`config.mk`:
```
export PLATFORM = sky130hd
export DESIGN_NAME = trig_capture_packer
export DESIGN_NICKNAME = d
export VERILOG_FILES = /design/src/rtl/cap_pkg.sv /design/src/rtl/cap_ctrl.sv /design/src/rtl/cap_lane_pack.sv /design/src/rtl/trig_capture_packer.sv
export SDC_FILE = /design/constraint.sdc
export NUM_CORES = 1
export LEC_CHECK = 0
export CORE_UTILIZATION = 45
export CTS_CLUSTER_SIZE = 10
export DETAILED_ROUTE_END_ITERATION = 6
export DONT_BUFFER_PORTS = 1
export HOLD_SLACK_MARGIN = 0.06
export SLEW_MARGIN = 5
export SYNTH_ARGS = -nofsm -noshare
export SYNTH_HDL_FRONTEND = slang
export SYNTH_SLANG_ARGS = --single-unit
```
`constraint.sdc`:
```
create_clock -name clk -period 3.91 [get_ports clk]
set_input_delay 0.782 -clock clk [delete_from_list [all_inputs] [get_ports clk]]
set_output_delay 0.782 -clock clk [all_outputs]
set_load 0.005 [all_outputs]
```
`src/rtl/cap_pkg.sv`:
```
package cap_pkg;
   typedef enum logic [1:0] {
      ST_IDLE    = 2'd0,
      ST_ARMED   = 2'd1,
      ST_CAPTURE = 2'd2,
      ST_DONE    = 2'd3
   } cap_state_t;
endpackage

```
`src/rtl/cap_ctrl.sv`:
```
module cap_ctrl
   import cap_pkg::*;
#(
   parameter int LEN_W = 16
) (
   input  logic             clk,
   input  logic             rst_n,
   input  logic             arm_i,
   input  logic             trig_i,
   input  logic             smp_valid,
   input  logic             fifo_full,
   input  logic [LEN_W-1:0] cap_len,
   output logic             accept,
   output logic             last,
   output logic             start,
   output logic             busy,
   output logic             done,
   output logic             overflow
);
   localparam int CW = LEN_W + 1;

   cap_state_t       st_q, st_d;
   logic [LEN_W-1:0] len_q, cnt_q;
   logic             ovf_q;
   logic             arm_ok, drop;
   logic [CW-1:0]    cnt_inc;

   assign arm_ok  = arm_i && (st_q == ST_IDLE || st_q == ST_DONE);
   assign start   = (st_q == ST_ARMED) && trig_i;
   assign accept  = (st_q == ST_CAPTURE) && smp_valid && !fifo_full;
   assign drop    = (st_q == ST_CAPTURE) && smp_valid && fifo_full;
   assign cnt_inc = {1'b0, cnt_q} + CW'(1);
   assign last    = accept && (cnt_inc == {1'b0, len_q});

   always_comb begin
      st_d = st_q;
      unique case (st_q)
         ST_IDLE, ST_DONE: if (arm_ok) st_d = ST_ARMED;
         ST_ARMED:   if (trig_i) st_d = (len_q == '0) ? ST_DONE : ST_CAPTURE;
         ST_CAPTURE: if (last) st_d = ST_DONE;
         default:    st_d = ST_IDLE;
      endcase
   end

   always_ff @(posedge clk) begin
      if (!rst_n) begin
         st_q  <= ST_IDLE;
         len_q <= '0;
         cnt_q <= '0;
         ovf_q <= 1'b0;
      end else begin
         st_q <= st_d;
         if (arm_ok) begin
            len_q <= cap_len;
            cnt_q <= '0;
            ovf_q <= 1'b0;
         end else begin
            if (start)  cnt_q <= '0;
            if (accept) cnt_q <= cnt_inc[LEN_W-1:0];
            if (drop)   ovf_q <= 1'b1;
         end
      end
   end

   assign busy     = (st_q == ST_ARMED) || (st_q == ST_CAPTURE);
   assign done     = (st_q == ST_DONE);
   assign overflow = ovf_q;

   p_arm_accept_r2: assert property (@(posedge clk) disable iff (!rst_n)
      arm_i && (st_q == ST_IDLE || st_q == ST_DONE) |=> st_q == ST_ARMED && !ovf_q);
   p_arm_ignored_r2: assert property (@(posedge clk) disable iff (!rst_n)
      st_q == ST_CAPTURE && arm_i |=> $stable(len_q));
   p_trig_ignored_r3: assert property (@(posedge clk) disable iff (!rst_n)
      st_q == ST_IDLE && !arm_i |=> st_q == ST_IDLE);
   p_no_accept_early_r4: assert property (@(posedge clk) disable iff (!rst_n)
      $past(st_q) != ST_ARMED && st_q == ST_ARMED |-> cnt_q == '0);
   p_overflow_sticky_r7: assert property (@(posedge clk) disable iff (!rst_n)
      ovf_q && !arm_i |=> ovf_q);
   p_done_hold_r8: assert property (@(posedge clk) disable iff (!rst_n)
      st_q == ST_DONE && !arm_i |=> st_q == ST_DONE);
   p_zero_len_r9: assert property (@(posedge clk) disable iff (!rst_n)
      st_q == ST_ARMED && trig_i && len_q == '0 |=> st_q == ST_DONE);
   p_cnt_bound_r5: assert property (@(posedge clk) disable iff (!rst_n)
      st_q == ST_CAPTURE |-> cnt_q < len_q);
endmodule

```
`src/rtl/cap_lane_pack.sv`:
```
module cap_lane_pack #(
   parameter int SAMPLE_W = 16,
   parameter int LANES    = 4
) (
   input  logic                      clk,
   input  logic                      rst_n,
   input  logic                      clear,
   input  logic                      accept,
   input  logic                      last,
   input  logic [SAMPLE_W-1:0]       data,
   output logic [SAMPLE_W*LANES-1:0] wr_data,
   output logic                      wr_en
);
   localparam int WORD_W = SAMPLE_W * LANES;
   localparam int LW     = (LANES > 1) ? $clog2(LANES) : 1;
   localparam logic [LW-1:0] TOP_LANE = LW'(LANES - 1);

   logic [WORD_W-1:0] acc_q, acc_nxt;
   logic [LW-1:0]     lane_q;
   logic              word_end;

   for (genvar i = 0; i < LANES; i++) begin : g_lane
      assign acc_nxt[i*SAMPLE_W +: SAMPLE_W] =
         (lane_q == LW'(i)) ? data : acc_q[i*SAMPLE_W +: SAMPLE_W];
   end

   assign word_end = accept && (last || lane_q == TOP_LANE);

   always_ff @(posedge clk) begin
      if (!rst_n) begin
         acc_q   <= '0;
         lane_q  <= '0;
         wr_data <= '0;
         wr_en   <= 1'b0;
      end else begin
         wr_en <= 1'b0;
         if (clear) begin
            acc_q  <= '0;
            lane_q <= '0;
         end else if (accept) begin
            if (word_end) begin
               wr_data <= acc_nxt;
               wr_en   <= 1'b1;
               acc_q   <= '0;
               lane_q  <= '0;
            end else begin
               acc_q  <= acc_nxt;
               lane_q <= lane_q + LW'(1);
            end
         end
      end
   end

   p_word_after_last_r6: assert property (@(posedge clk) disable iff (!rst_n)
      accept && last |=> wr_en);
   p_no_stray_write_r5: assert property (@(posedge clk) disable iff (!rst_n)
      wr_en |-> $past(accept));
   p_gap_holds_r10: assert property (@(posedge clk) disable iff (!rst_n)
      !accept && !clear |=> $stable(lane_q) && !wr_en);
endmodule

```
`src/rtl/trig_capture_packer.sv`:
```
module trig_capture_packer #(
   parameter int SAMPLE_W = 16,
   parameter int WORD_W   = 64,
   parameter int LEN_W    = 16
) (
   input  logic                clk,
   input  logic                rst_n,
   input  logic [SAMPLE_W-1:0] smp_data,
   input  logic                smp_valid,
   input  logic                arm_i,
   input  logic                trig_i,
   input  logic [LEN_W-1:0]    cap_len,
   input  logic                fifo_full,
   output logic [WORD_W-1:0]   wr_data,
   output logic                wr_en,
   output logic                busy,
   output logic                done,
   output logic                overflow
);
   localparam int LANES = WORD_W / SAMPLE_W;

   if (WORD_W % SAMPLE_W != 0) begin : g_bad_ratio
      $error("WORD_W must be a whole multiple of SAMPLE_W");
   end
   if (LANES < 2) begin : g_bad_lanes
      $error("a word must hold at least two samples");
   end
   if (LEN_W < 2) begin : g_bad_len
      $error("LEN_W too small");
   end

   logic accept, last, start;

   cap_ctrl #(.LEN_W(LEN_W)) u_ctrl (
      .clk      (clk),
      .rst_n    (rst_n),
      .arm_i    (arm_i),
      .trig_i   (trig_i),
      .smp_valid(smp_valid),
      .fifo_full(fifo_full),
      .cap_len  (cap_len),
      .accept   (accept),
      .last     (last),
      .start    (start),
      .busy     (busy),
      .done     (done),
      .overflow (overflow)
   );

   cap_lane_pack #(.SAMPLE_W(SAMPLE_W), .LANES(LANES)) u_pack (
      .clk    (clk),
      .rst_n  (rst_n),
      .clear  (start),
      .accept (accept),
      .last   (last),
      .data   (smp_data),
      .wr_data(wr_data),
      .wr_en  (wr_en)
   );

   p_reset_quiet_r1: assert property (@(posedge clk)
      !rst_n |=> !wr_en && !busy && !done && !overflow);
   p_done_with_write_r8: assert property (@(posedge clk) disable iff (!rst_n)
      $rose(done) && $past(busy) && $past(accept) |-> wr_en);
endmodule

```
==> impl_metrics.ini <==
[outcome]
status = finished clean

[detailed_routing]
wirelength_um = 19800
antenna_left = 0
firstDrtPassIters = 5
vias_per_cell = 5.85
drtIter0Drc = 484
drc = 0
wl_per_cell_um = 19.1
vias = 6078

[final_layout]
n_antenna_cell = 0
layout-drive-gt1-share_pct = 6.72
stdcell_count = 1039
post-route-util_pct = 49.9
area_growth_pct = 8.45
nFillCells = 1577
multi_input_area_sq_um = 3890
seqCellArea_sq_um = 3320
nets = 853

[synthesis]
syn_inst = 852
synth_top_cell_by_area = dfxtp_1
async_reset_ff_share_pct = 0
yosysSeqAreaShare_pct = 43.6
avgSynthCellArea_sq_um = 8.95
synth.area.top_cells = dfxtp_1 (44%), mux2i_1 (8.7%), o211a_1 (8.4%)
yosysTopAreaCellShare_pct = 43.6
synth_flop_cell = dfxtp_1
ys_ff_latch = 166
yosysWarnings = 0
synth_edf_count = 0
synth.distinct_cells = 50
syn_area_sq_um = 7620
synth_nets = 898

[critical_path]
setup.worst_path.class = reg2reg
r2r_slack_ns = 0.61
r2r_start = u_ctrl.cnt_q[0]
cp_top_family = simple AND/OR/NAND/NOR gates
cpMaxStageDelayCell = or4_4
r2r-end = u_pack.wr_data[19]
crit_arrival_ns = 3.62
crit_path_end_kind = flip-flop
reg2reg_depth = 10
critPathBufInv = 1
startpoint_type = flip-flop
path_max_fanout = 43
cpPeakStageDelay_ns = 0.51
cp.required_ns = 4.23
cp_cell_sequence = ha_1, nand3_1, nor3_1, xnor2_1, nand2_1, or4_4, o21bai_4, buf_4, nand4_1, o211a_1

[power]
seq_power_share_pct = 44.3
internal_power_mw = 2.98
p_leak_nw = 3.56
p_sw_mw = 1.11
ir_drop_v = 0.000333
power_frac_clock_pct = 43.4
power-per-cell-area_nw_per_um2 = 495
switching_share_pct = 27.2
p_comb_share_pct = 12.3
p_total_mw = 4.10

[clock_network]
clock_latency_ns = 0.43
cts_setup_buffers = 0
clock-sinks = 166
cts_buffers = 17
clkTransAtPathRegs_ns = 0.06
h-tree-depth = 4
post_cts_resize_count = 0
tritoncts = yes
cts_hold_buf = 0
ctsLongestPathBuffers = 2
ctsRootBufferMaster = clkbuf_16

[timing]
slew-limit-headroom_pct = 32.1
slew_viol_final = 0
fin_crit_sh_pct = 84.5
worst_pin_slew_ns = 1.02
period_needed_ns = 3.30
skew_ns = 0.0142
fin_hold_ws_ns = 0.453
rsz0062_at_grt = no
hold_viol_final = 0
setup_violations = 0
timing.setup.tns_ns = 0
max_freq_mhz = 303

[hold_path]
holdPathEnd = u_pack.acc_q[12]
hold_class = reg2reg
hold_depth = 2
min_from = u_pack.acc_q[12]

[floorplanning]
coreArea_sq_um = 16600
start_util_pct = 46.0
row_count = 47
die_height_um = 132
dieWidth_um = 132
io_pins = 106
dieArea_sq_um = 17500

[placement]
dp_hpwl_um = 13200
numPlacedInstances = 1008
port_buffers = 0
gp_congestion = 0.891

[global_route]
grt_pass1_wl_um = 31300
grtUsageTotal_pct = 22.9
antenna_found_initial = 0
grt_start_max_net_pins = 85
grt_pass1_vias = 5856
grt_overflow = 0

[job]
cap_violations = 0
-- worst min-delay path, stage by stage (launching register included) --
cell and delay (ns):
dfxtp_1 0.31, nand2_1 0.05, a21oi_1 0.05
-- power by group through the flow --
stage	logic, mW	clock network (mW)	registers, mW
finish	0.504	1.78	1.81
global route	0.564	1.87	1.82
CTS	0.502	1.81	1.81
detailed placement	0.500	0	1.85
global placement	0.487	0	1.85
floorplan	0.405	0	1.82
-- worst max-delay path by stage --
stage / from / end / slack, ns / depth (start not counted)
floorplan: u_ctrl.cnt_q[0] / u_pack.wr_data[56] / 1.15 / 11
global placement: u_ctrl.cnt_q[0] / u_pack.wr_data[39] / 0.78 / 10
detailed placement: u_ctrl.cnt_q[0] / u_pack.wr_data[19] / 0.69 / 10
CTS: u_ctrl.cnt_q[0] / u_pack.wr_data[19] / 0.67 / 10
global route: u_ctrl.cnt_q[0] / u_pack.wr_data[4] / 0.38 / 10
finish: u_ctrl.cnt_q[0] / u_pack.wr_data[19] / 0.61 / 10
-- metal layers --
| layer | track usage (%) | routed length [um] |
|---|---|---|
| met1 | 28.7 | 8570 |
| met2 | 36.4 | 9110 |
| met3 | 6.77 | 1540 |
| met4 | 10.3 | 594 |
| met5 | 0 | 0 |
-- per-stage QoR --
step	setup WS (ns)	area (sq um)
2_1_floorplan	1.15	7620
3_3_place_gp	0.777	7640
3_5_place_dp	0.690	7640
4_1_cts	0.674	8270
5_1_grt	0.383	8270
6_report	0.608	8270
-- layout by cell type, fill, tap and decap left out, types with 14 or more instances in the layout --
| cell | Yosys | routed |
|---|---|---|
| dfxtp_1 | 166 | 166 |
| nand2_1 | 162 | 161 |
| nand4_1 | 69 | 69 |
| a21oi_1 | 68 | 68 |
| mux2i_1 | 66 | 66 |
| o211a_1 | 64 | 64 |
| nor2_1 | 24 | 23 |
| and2_1 | 19 | 19 |
| a21boi_0 | 17 | 17 |
| clkbuf_16 | 0 | 17 |
| xnor2_1 | 14 | 14 |
-- synthesized netlist by cell type (all sizes together) (2+ instances only) --
| library cell | count |
|---|---|
| nor4 | 6 |
| and4 | 2 |
| clkbuf | 46 |
| inv | 7 |
| a21oi | 68 |
| a311oi | 4 |
| or3 | 2 |
| ha | 8 |
| nor2b | 3 |
| a21o | 3 |
| and2 | 19 |
| nand3b | 2 |
| nand2b | 2 |
| mux2i | 66 |
| a31oi | 3 |
| buf | 32 |
| o31ai | 2 |
| and3 | 2 |
| o21ai | 13 |
| nand3 | 12 |
| a21boi | 17 |
| dfxtp | 166 |
| xor2 | 7 |
| nand4 | 70 |
| nor3 | 12 |
| nand2 | 162 |
| o211a | 64 |
| nor2 | 24 |
| xnor2 | 14 |
-- sequential cells by signal (all words and copies together), names as in the netlist --
register	count
u_pack.lane_q	2
u_pack.wr_data	64
u_ctrl.st_q	2
u_pack.acc_q	64
u_ctrl.overflow	1
u_ctrl.len_q	16
u_pack.wr_en	1
u_ctrl.cnt_q	16
-- layout make-up --
cell class / instances / share of cell area [%]
multi-input cells: 601 / 47.0
flip-flops and latches: 166 / 40.2
clock buffers: 17 / 5.15
well taps: 220 / 3.33
clock inverters: 14 / 2.39
repair buffers: 14 / 1.57
inverters: 7 / 0.318
-- kinds of logic (layout without fill, tap and decap cells) --
group           Yosys count  after routing  share of synthesized area, %
xor+xnor                 21             21                          2.41
buf+inv                  85             52                          5.53
mux                      66             66                          8.67
compound gates          184            184                          18.0
simple gates            322            322                          20.5
flops                   166            166                          43.6
fa+ha+maj                 8              8                          1.31
Power figures use the tool's default switching activity.
